===== src/rtl/pgwr_pkg.sv =====
package pgwr_pkg;
  typedef enum logic [1:0] {ST_IDLE, ST_GAP, ST_BYTE, ST_DWAIT} st_t;
  typedef enum logic [1:0] {FR_WREN, FR_PROG, FR_STAT} fr_t;

  localparam logic [7:0] OP_WREN = 8'h06;
  localparam logic [7:0] OP_PROG = 8'h02;
  localparam logic [7:0] OP_RDSR = 8'h05;

  localparam logic [1:0] ERR_NONE = 2'd0;
  localparam logic [1:0] ERR_REQ  = 2'd1;
  localparam logic [1:0] ERR_TMO  = 2'd2;
  localparam logic [1:0] ERR_WEL  = 2'd3;

  // status register bit positions (last two bits shifted in)
  localparam int BUSY_BIT = 0;
  localparam int WEL_BIT  = 1;
endpackage


===== src/rtl/pgwr_reqchk.sv =====
module pgwr_reqchk #(
  parameter int PAGE_BYTES = 256,
  parameter int LEN_W      = $clog2(PAGE_BYTES) + 1
) (
  input  logic [$clog2(PAGE_BYTES)-1:0] off,
  input  logic [LEN_W-1:0]              len,
  output logic                          ok
);
  localparam int SUM_W = LEN_W + 1;

  logic [SUM_W-1:0] sum;

  always_comb begin
    sum = SUM_W'(off) + SUM_W'(len);
    ok  = (len != '0) && (sum <= SUM_W'(PAGE_BYTES));
  end
endmodule


===== src/rtl/pgwr_shifter.sv =====
module pgwr_shifter #(
  parameter int DIV  = 2,
  parameter int RX_W = 8
) (
  input  logic            clk,
  input  logic            rst,
  input  logic            go,
  input  logic [7:0]      tx,
  input  logic            miso,
  output logic            sck,
  output logic            mosi,
  output logic [RX_W-1:0] rx,
  output logic            fin
);
  localparam int CW = (DIV > 1) ? $clog2(DIV) : 1;

  logic          active;
  logic [CW-1:0] cnt;
  logic [2:0]    bitn;
  logic [7:0]    sr;

  assign mosi = sr[7];

  always_ff @(posedge clk) begin
    if (rst) begin
      active <= 1'b0;
      cnt    <= '0;
      bitn   <= '0;
      sr     <= '0;
      sck    <= 1'b0;
      rx     <= '0;
      fin    <= 1'b0;
    end else begin
      fin <= 1'b0;
      if (!active) begin
        if (go) begin
          active <= 1'b1;
          sr     <= tx;
          cnt    <= '0;
          bitn   <= '0;
        end
      end else if (cnt == CW'(DIV - 1)) begin
        cnt <= '0;
        if (!sck) begin
          sck <= 1'b1;
          if (RX_W > 1) rx <= {rx[RX_W-2:0], miso};
          else          rx <= RX_W'(miso);
        end else begin
          sck <= 1'b0;
          if (bitn == 3'd7) begin
            active <= 1'b0;
            fin    <= 1'b1;
          end else begin
            bitn <= bitn + 3'd1;
            sr   <= {sr[6:0], 1'b0};
          end
        end
      end else begin
        cnt <= cnt + CW'(1);
      end
    end
  end
endmodule


===== src/rtl/pgwr_seq.sv =====
module pgwr_seq
  import pgwr_pkg::*;
#(
  parameter int DIV        = 2,
  parameter int POLL_MAX   = 1000,
  parameter int ADDR_W     = 24,
  parameter int PAGE_BYTES = 256,
  parameter int LEN_W      = $clog2(PAGE_BYTES) + 1
) (
  input  logic              clk,
  input  logic              rst,
  input  logic              start,
  input  logic [ADDR_W-1:0] addr,
  input  logic [LEN_W-1:0]  len,
  input  logic [7:0]        wr_data,
  input  logic              wr_valid,
  output logic              wr_ready,
  output logic              done,
  output logic              err,
  output logic [1:0]        err_code,
  output logic              sck,
  output logic              cs_n,
  output logic              mosi,
  input  logic              miso
);
  localparam int OFF_W      = $clog2(PAGE_BYTES);
  localparam int ADDR_BYTES = ADDR_W / 8;
  localparam int HDR        = 1 + ADDR_BYTES;
  localparam int IDX_W      = LEN_W + 1;
  localparam int GAP_CYC    = 2 * DIV;
  localparam int GW         = $clog2(GAP_CYC + 1);
  localparam int PW         = $clog2(POLL_MAX + 1);

  st_t               st;
  fr_t               fr;
  logic [ADDR_W-1:0] addr_q;
  logic [LEN_W-1:0]  len_q;
  logic [IDX_W-1:0]  idx, idx_nx, flen;
  logic [GW-1:0]     gcnt;
  logic [PW-1:0]     polls;
  logic              go, fin, req_ok;
  logic [7:0]        txb, hdr_nx, op_fr;
  logic [1:0]        stat;

  pgwr_reqchk #(.PAGE_BYTES(PAGE_BYTES), .LEN_W(LEN_W)) u_req (
    .off(addr[OFF_W-1:0]), .len(len), .ok(req_ok)
  );

  pgwr_shifter #(.DIV(DIV), .RX_W(2)) u_shf (
    .clk(clk), .rst(rst), .go(go), .tx(txb), .miso(miso),
    .sck(sck), .mosi(mosi), .rx(stat), .fin(fin)
  );

  assign wr_ready = (st == ST_DWAIT);
  assign idx_nx   = idx + IDX_W'(1);

  always_comb begin
    case (fr)
      FR_WREN: begin flen = IDX_W'(1); op_fr = OP_WREN; end
      FR_PROG: begin flen = IDX_W'(HDR) + IDX_W'(len_q); op_fr = OP_PROG; end
      default: begin flen = IDX_W'(2); op_fr = OP_RDSR; end
    endcase
  end

  always_comb begin
    hdr_nx = 8'h00;
    if (fr == FR_PROG) begin
      for (int i = 1; i <= ADDR_BYTES; i++) begin
        if (idx_nx == IDX_W'(i)) hdr_nx = addr_q[8*(ADDR_BYTES-i) +: 8];
      end
    end
  end

  always_ff @(posedge clk) begin
    if (rst) begin
      st       <= ST_IDLE;
      fr       <= FR_WREN;
      addr_q   <= '0;
      len_q    <= '0;
      idx      <= '0;
      gcnt     <= '0;
      polls    <= '0;
      go       <= 1'b0;
      txb      <= '0;
      cs_n     <= 1'b1;
      done     <= 1'b0;
      err      <= 1'b0;
      err_code <= ERR_NONE;
    end else begin
      go   <= 1'b0;
      done <= 1'b0;
      err  <= 1'b0;
      case (st)
        ST_IDLE: begin
          if (start) begin
            if (!req_ok) begin
              err      <= 1'b1;
              err_code <= ERR_REQ;
            end else begin
              addr_q   <= addr;
              len_q    <= len;
              fr       <= FR_WREN;
              gcnt     <= '0;
              err_code <= ERR_NONE;
              st       <= ST_GAP;
            end
          end
        end
        ST_GAP: begin
          if (gcnt == GW'(GAP_CYC - 1)) begin
            gcnt <= '0;
            cs_n <= 1'b0;
            idx  <= '0;
            go   <= 1'b1;
            txb  <= op_fr;
            st   <= ST_BYTE;
          end else begin
            gcnt <= gcnt + GW'(1);
          end
        end
        ST_BYTE: begin
          if (fin) begin
            if (idx_nx == flen) begin
              cs_n <= 1'b1;
              gcnt <= '0;
              st   <= ST_GAP;
              case (fr)
                FR_WREN: fr <= FR_PROG;
                FR_PROG: begin fr <= FR_STAT; polls <= '0; end
                default: begin
                  if (stat[BUSY_BIT]) begin
                    if (polls == PW'(POLL_MAX - 1)) begin
                      err      <= 1'b1;
                      err_code <= ERR_TMO;
                      st       <= ST_IDLE;
                    end else begin
                      polls <= polls + PW'(1);
                    end
                  end else begin
                    st <= ST_IDLE;
                    if (stat[WEL_BIT]) begin
                      err      <= 1'b1;
                      err_code <= ERR_WEL;
                    end else begin
                      done <= 1'b1;
                    end
                  end
                end
              endcase
            end else begin
              idx <= idx_nx;
              if (fr == FR_PROG && idx_nx >= IDX_W'(HDR)) begin
                st <= ST_DWAIT;
              end else begin
                go  <= 1'b1;
                txb <= hdr_nx;
              end
            end
          end
        end
        default: begin
          if (wr_valid) begin
            go  <= 1'b1;
            txb <= wr_data;
            st  <= ST_BYTE;
          end
        end
      endcase
    end
  end
endmodule


===== config.mk =====
export PLATFORM = sky130hd
export DESIGN_NAME = pgwr_seq
export DESIGN_NICKNAME = d
export VERILOG_FILES = /design/src/rtl/pgwr_pkg.sv /design/src/rtl/pgwr_reqchk.sv /design/src/rtl/pgwr_shifter.sv /design/src/rtl/pgwr_seq.sv
export SDC_FILE = /design/constraint.sdc
export NUM_CORES = 1
export LEC_CHECK = 0
export ABC_AREA = 1
export ABC_CLOCK_PERIOD_IN_PS = 6600
export BUFFER_PORTS_ARGS = -buffer_cell sky130_fd_sc_hd__buf_2
export CAP_MARGIN = 20
export CORE_MARGIN = 4
export CORE_UTILIZATION = 64
export DETAILED_ROUTE_END_ITERATION = 8
export GPL_TIMING_DRIVEN = 0
export PLACE_DENSITY_LB_ADDON = 0.25
export SLEW_MARGIN = 5
export SYNTH_ARGS = -nofsm -noshare
export SYNTH_HDL_FRONTEND = slang
export SYNTH_SLANG_ARGS = --single-unit

===== constraint.sdc =====
create_clock -name clk -period 6.6 [get_ports clk]
set_clock_uncertainty 0.1 [all_clocks]
set_input_delay 0.99 -clock clk [delete_from_list [all_inputs] [get_ports clk]]
set_output_delay 0.99 -clock clk [all_outputs]
set_load 0.005 [all_outputs]

* Word-level counts from Yosys, hierarchy flattened *
Index checks and enable logic that the tools add are counted.

word-level totals
  bits in registers = 91
  logic and storage cells = 182
  output and inout port bits = 8

cells by class
  magnitude comparators = 2
  add/sub/neg operators = 7
  reduce and logical (&&, ||, !) cells = 27
  bitwise operators = 8
  mux-type cells = 91
  equality and inequality tests = 27

operators with widths
  cell                     number
  $mux W8                  14
  $pmux W10 S2             3
  $mux W10                 5
  $mux W2                  20
  $mux W3                  10
  $mux W1                  29
  $pmux W8 S3              1
  $reduce_and A6 Y1        4
  $add A10 B1 Y10 const B  2
  $eq A10 B2 Y1 const B    2
  $ne A2 B2 Y1 const B     9
  $pmux W2 S2              3
  $reduce_and A4 Y1        3
  $add A3 B9 Y10 const A   1
  $add A8 B9 Y10           1
  $eq A10 B1 Y1 const B    1
  $eq A10 B10 Y1           1
  $eq A10 B10 Y1 const B   1
  $ge A10 B3 Y1 const B    1
  $le A10 B9 Y1 const B    1
  $pmux W3 S3              1
  $reduce_bool A9 Y1       1
  $not A1 Y1               8
  $reduce_bool A2 Y1       4
  other kinds (25)         36

* Depth between registers and ports, before layout *
  word-level depth = 10
  gate-level depth with buffers = 19
  gate-level depth less buffers = 19

* Hierarchy *
A second synthesis with hierarchy kept.

second synthesis, totals
  cell total of the unflattened synthesis = 875
  area total of the unflattened synthesis = 5,672.9 µm²

modules (own cells, without submodules)
  module        cells an instance  instances  area an instance (µm²)
  pgwr_seq      658                1          4,331.7
  pgwr_shifter  128                1          854.6
  pgwr_reqchk   89                 1          486.7

* Worst setup path after synthesis *
Ideal clock, no wire load.

  kind = in2reg
  start = input addr[0]
  end = register addr_q[19]
  setup slack = 3.477 ns
  library setup time = 0.119 ns
  data required time = 6.381 ns
  stages = 13
  path buffers = 2
  arrival time = 2.904 ns
  cells stage by stage = ha_1 > fa_1 > or2_2 > nor2_1 > nand3_1 > nor2_1 > nand4_1 > nand2_1 > nand4_1 > buf_2 > clkbuf_1 > o21ai_0 > a21oi_1

on the way
  longest elaborated chain between the ends = 4

ends and longest elaborated chain
  element                      RTL line           text
  start, declared              pgwr_seq.sv:13     input logic [ADDR_W-1:0] addr,
  $add A8 B9 Y10               pgwr_reqchk.sv:14  sum = SUM_W'(off) + SUM_W'(len);
  $le A10 B9 Y1                pgwr_reqchk.sv:15  ok = (len != '0) && (sum <= SUM_W'(PAGE_BYTES));
  $logic_and A1 B1 Y1          pgwr_reqchk.sv:15
  $reduce_and A3 Y1 (no line)  n/a
  end signal, assigned         pgwr_seq.sv:100    addr_q <= addr;
  end, declared                pgwr_seq.sv:36     logic [ADDR_W-1:0] addr_q;

No other way between the ends.
A chain may end at the register's enable or synchronous reset.

* Worst setup path after layout *
  start = input addr[0]
  end = register len_q[5]

on the way
  longest elaborated chain between the ends = 4

ends and longest elaborated chain
  element                      RTL line           text
  $add A8 B9 Y10               pgwr_reqchk.sv:14
  $le A10 B9 Y1                pgwr_reqchk.sv:15
  $logic_and A1 B1 Y1          pgwr_reqchk.sv:15
  $reduce_and A3 Y1 (no line)  n/a
  end signal, assigned         pgwr_seq.sv:101    len_q <= len;
  end, declared                pgwr_seq.sv:37     logic [LEN_W-1:0] len_q;

No other way between the ends.

==> out/summary.log <==
[layout] Fill cells 700
[detailed_routing] post-detailed-route wirelength per cell 13.9 µm
[synthesis] Synth area leader sky130_fd_sc_hd__dfxtp_1
[critical_path] data required time at the worst endpoint 6.77 ns
[global_route] vias in the first global route 5,313
[global_route] largest net degree at the start of global routing 19
[run] count of max-cap constraint violations 0
[power_and_ir_drop] Max IR drop VDD 0.184 mV
[timing] final max-slew violation count 0
[layout] share of post-route cells with drive strength above 1 0.135
[timing] total count of hold-check failures in the final report 0
[synthesis] Post-synth top flop sky130_fd_sc_hd__dfxtp_1
[synthesis] number of different library cells in the post-synthesis netlist 40
[clocking] number of buffers created by CTS 9
[clocking] clock tree root driver cell sky130_fd_sc_hd__clkbuf_8
[layout] Area Overhead vs Synth 10.6%
[clocking] CTS Buffer Depth 2
[floorplan] number of core rows 33
[timing] setup repair after global routing missed its margin no
[synthesis] number of flops mapped to enable cells by yosys 0
[detailed_routing] DR pass1 iterations 6
[clocking] total clock sinks 91
[critical_path] type of origin of the critical path input pin
[critical_path] stage delay of the slowest cell on the critical path 0.42 ns
[placed_design] Final GP Congestion 1.02
[floorplan] full die area 10,200 µm²
[floorplan] IO Pins 54
[floorplan] initial core utilization 0.665
[placed_design] post-placement setup slack 2.92 ns
[detailed_routing] ANT nets after route 0
[timing] period utilization 0.498
[clocking] TritonCTS clock tree yes
[floorplan] vertical die dimension 101 µm
[detailed_routing] total wirelength of the detailed-routed design 14.4 mm
[floorplan] horizontal die dimension 101 µm
[synthesis] post-synth top area share 0.330
[min_path] type of the most critical hold path reg2reg
[clocking] Clk Latency, worst-skew pair 0.38 ns
[layout] number of antenna repair diodes 0
[run_status] result of the run complete, no violations
[synthesis] most common cell in the synthesized netlist sky130_fd_sc_hd__nand2_1
[critical_path] sum of buffers and inverters on the critical path 3
[critical_path] largest fanout of any net on the critical path 10
[placed_design] post-detailed-placement half-perimeter wirelength 11.3 mm
[placed_design] count of buffers inserted at the top-level ports 53
[global_route] GR Overflow Total 0
[clocking] CTS Hold Bufs 0
[critical_path] Critical-path top delay cell sky130_fd_sc_hd__fa_1
[timing] worst slew margin relative to its limit 0.597
[timing] # setup viols final 0
[detailed_routing] total vias in the final route 5,787
[power_and_ir_drop] cell area power density 272 nW/µm²
[synthesis] synthesized area 5520 µm²
[synthesis] Post-synth ARST share 0
[critical_path] worst path cell trace buf_2 -> ha_1 -> fa_1 -> or2_2 -> nor2_1 -> nand3_1 -> nor2_1 -> nand4_1 -> nand2_1 -> nand4_1 -> buf_2 -> clkbuf_1 -> o21ai_0 -> a21oi_1
[layout] total non-filler cell area in the finished layout 6100 µm²
[synthesis] Yosys warning total 0
[layout] Post-layout nets 990
[synthesis] Syn Inst Count 858
[power_and_ir_drop] PnR Total Power 1.66 mW
[clocking] clock transition at the registers of the reported paths 0.10 ns
[detailed_routing] DR DRC count 0
[placed_design] standard cell area after detailed placement 5910 µm²
[clocking] Post-CTS Setup Repair Bufs 0
[critical_path] Critical Path AT 3.46 ns
[detailed_routing] number of DRC violations after detailed-routing iteration 0 412
[global_route] number of antenna violations at the first check in global routing 0
[timing] least setup slack across all paths after layout 3.31 ns
[synthesis] Synthesized Nets 926
[critical_path] Setup crit end kind flip-flop
[critical_path] type of the worst setup path in2reg
[timing] final worst path period need 3.29 ns
[detailed_routing] Vias per Instance 5.61
[synthesis] most numerous cell types in the synthesized netlist 214 x sky130_fd_sc_hd__nand2_1, 115 x sky130_fd_sc_hd__inv_1, 93 x sky130_fd_sc_hd__nor2_1
[synthesis] top area cells in the synthesized netlist sky130_fd_sc_hd__dfxtp_1 33%, sky130_fd_sc_hd__nand2_1 15%, sky130_fd_sc_hd__inv_1 7.8%, sky130_fd_sc_hd__a21oi_1 7.7%, sky130_fd_sc_hd__nor2_1 6.3%
[timing] slew of the pin with the lowest slew margin 0.605 ns
[synthesis] fraction of the yosys area taken by sequential cells 0.330
[clocking] post-cts repair resize count 0
[critical_path] family of cells with the greatest summed delay on the critical path simple AND/OR/NAND/NOR gates
[timing] Post-Route Setup TNS 0 ns
[clocking] depth of the CTS H-tree 3
[power_and_ir_drop] cell leakage power 2.82 nW
[synthesis] Seq cells post-synth 91
[global_route] global-route total usage across every layer 0.290
[synthesis] Synth Area per Inst 6.43 µm²
[global_route] first-pass GRT wire length 23.9 mm
[floorplan] core area 8300 µm²
[timing] Max Fclk 304 MHz
-- layer usage --
| layer | vias up | GRT usage | wire length [µm] |
|---|---|---|---|
| met4 | 0 | 0.104 | 354 |
| met2 | 237 | 0.479 | 6800 |
| met5 | - | 0 | 0 |
| met1 | 2617 | 0.375 | 6190 |
| met3 | 34 | 0.0567 | 1050 |
| li1 | 2899 | - | - |
-- sequential cells by signal, indices dropped and copies added, names as in the netlist, 3 cells and up --
register and flops:
u_shf.bitn 3, polls 10, gcnt 3, len_q 9, txb 8, addr_q 24, u_shf.sr 8, idx 10
-- power by group --
group | internal (mW) | switching, mW
Combinational | 0.207 | 0.404
Clock | 0.147 | 0.226
Sequential | 0.630 | 0.0485
Total | 0.984 | 0.678
-- through the flow --
step | std cells | utilization | hold slack, ns
after detailed placement | 1016 | 0.712 | 0.333
after floorplan | 858 | - | 0.320
after CTS | 1032 | 0.735 | 0.348
final | 1032 | 0.735 | 0.350
after global routing | 1032 | 0.735 | 0.372
after global placement | 1016 | 0.712 | 0.329
-- area by class of cell --
type	count	area, µm²	area share
plain buffers	24	115	0.0189
clock buffers	9	124	0.0203
clock inverters	7	66.3	0.0109
inverters	123	464	0.0761
multi-input cells	620	3120	0.510
flip-flops and latches	91	1820	0.298
well taps	105	131	0.0215
repair buffers	53	265	0.0435
-- path summary, 6_finish.rpt --
| check | start | endpoint | slack (ns) | cells after the start |
|---|---|---|---|---|
| hold reg to reg | addr_q[0]$_SDFFE_PP0P_ | addr_q[0]$_SDFFE_PP0P_ | 0.35 | 2 |
| setup / recovery | addr[0] | len_q[5]$_SDFFE_PP0P_ | 3.31 | 14 |
| setup reg to reg | idx[1]$_SDFFE_PP0P_ | txb[6]$_SDFFE_PP0P_ | 3.88 | 13 |
| hold / removal | addr_q[0]$_SDFFE_PP0P_ | addr_q[0]$_SDFFE_PP0P_ | 0.35 | 2 |
-- cells by family after synthesis --
group	share of synthesized area
XOR/XNOR	0.00794
flip-flops	0.330
AO/OA/AOI/OAI	0.161
buffers and inverters	0.105
AND/OR/NAND/NOR	0.345
adder cells (fa/ha/maj)	0.0513
-- worst min-delay path, stage by stage, from the launching register on --
cell and delay, ns:
sky130_fd_sc_hd__dfxtp_1 0.32, sky130_fd_sc_hd__inv_1 0.05, sky130_fd_sc_hd__a21oi_1 0.05
-- layout by cell type (no fill, tap or decap), types with 3 or more instances in the layout --
cell type	netlist	final
sky130_fd_sc_hd__a21oi_1	85	85
sky130_fd_sc_hd__buf_2	5	58
sky130_fd_sc_hd__ha_1	21	21
sky130_fd_sc_hd__a31oi_1	8	8
sky130_fd_sc_hd__nor2_1	93	93
sky130_fd_sc_hd__nand2_1	214	214
sky130_fd_sc_hd__or2_2	6	6
sky130_fd_sc_hd__dfxtp_1	91	91
sky130_fd_sc_hd__inv_8	0	3
sky130_fd_sc_hd__nand3_2	6	6
sky130_fd_sc_hd__xor2_1	5	5
sky130_fd_sc_hd__nand3_1	41	41
sky130_fd_sc_hd__nor3_1	11	11
sky130_fd_sc_hd__a21oi_2	3	3
sky130_fd_sc_hd__inv_2	5	5
sky130_fd_sc_hd__nor2_4	3	3
sky130_fd_sc_hd__o21ai_0	62	62
sky130_fd_sc_hd__inv_1	115	115
sky130_fd_sc_hd__nand2_2	9	9
sky130_fd_sc_hd__nor2_2	7	7
sky130_fd_sc_hd__nand4_1	28	28
sky130_fd_sc_hd__clkbuf_1	15	15
sky130_fd_sc_hd__clkbuf_8	0	9
sky130_fd_sc_hd__nand3b_1	3	3
(Power assumes the default switching activity.)
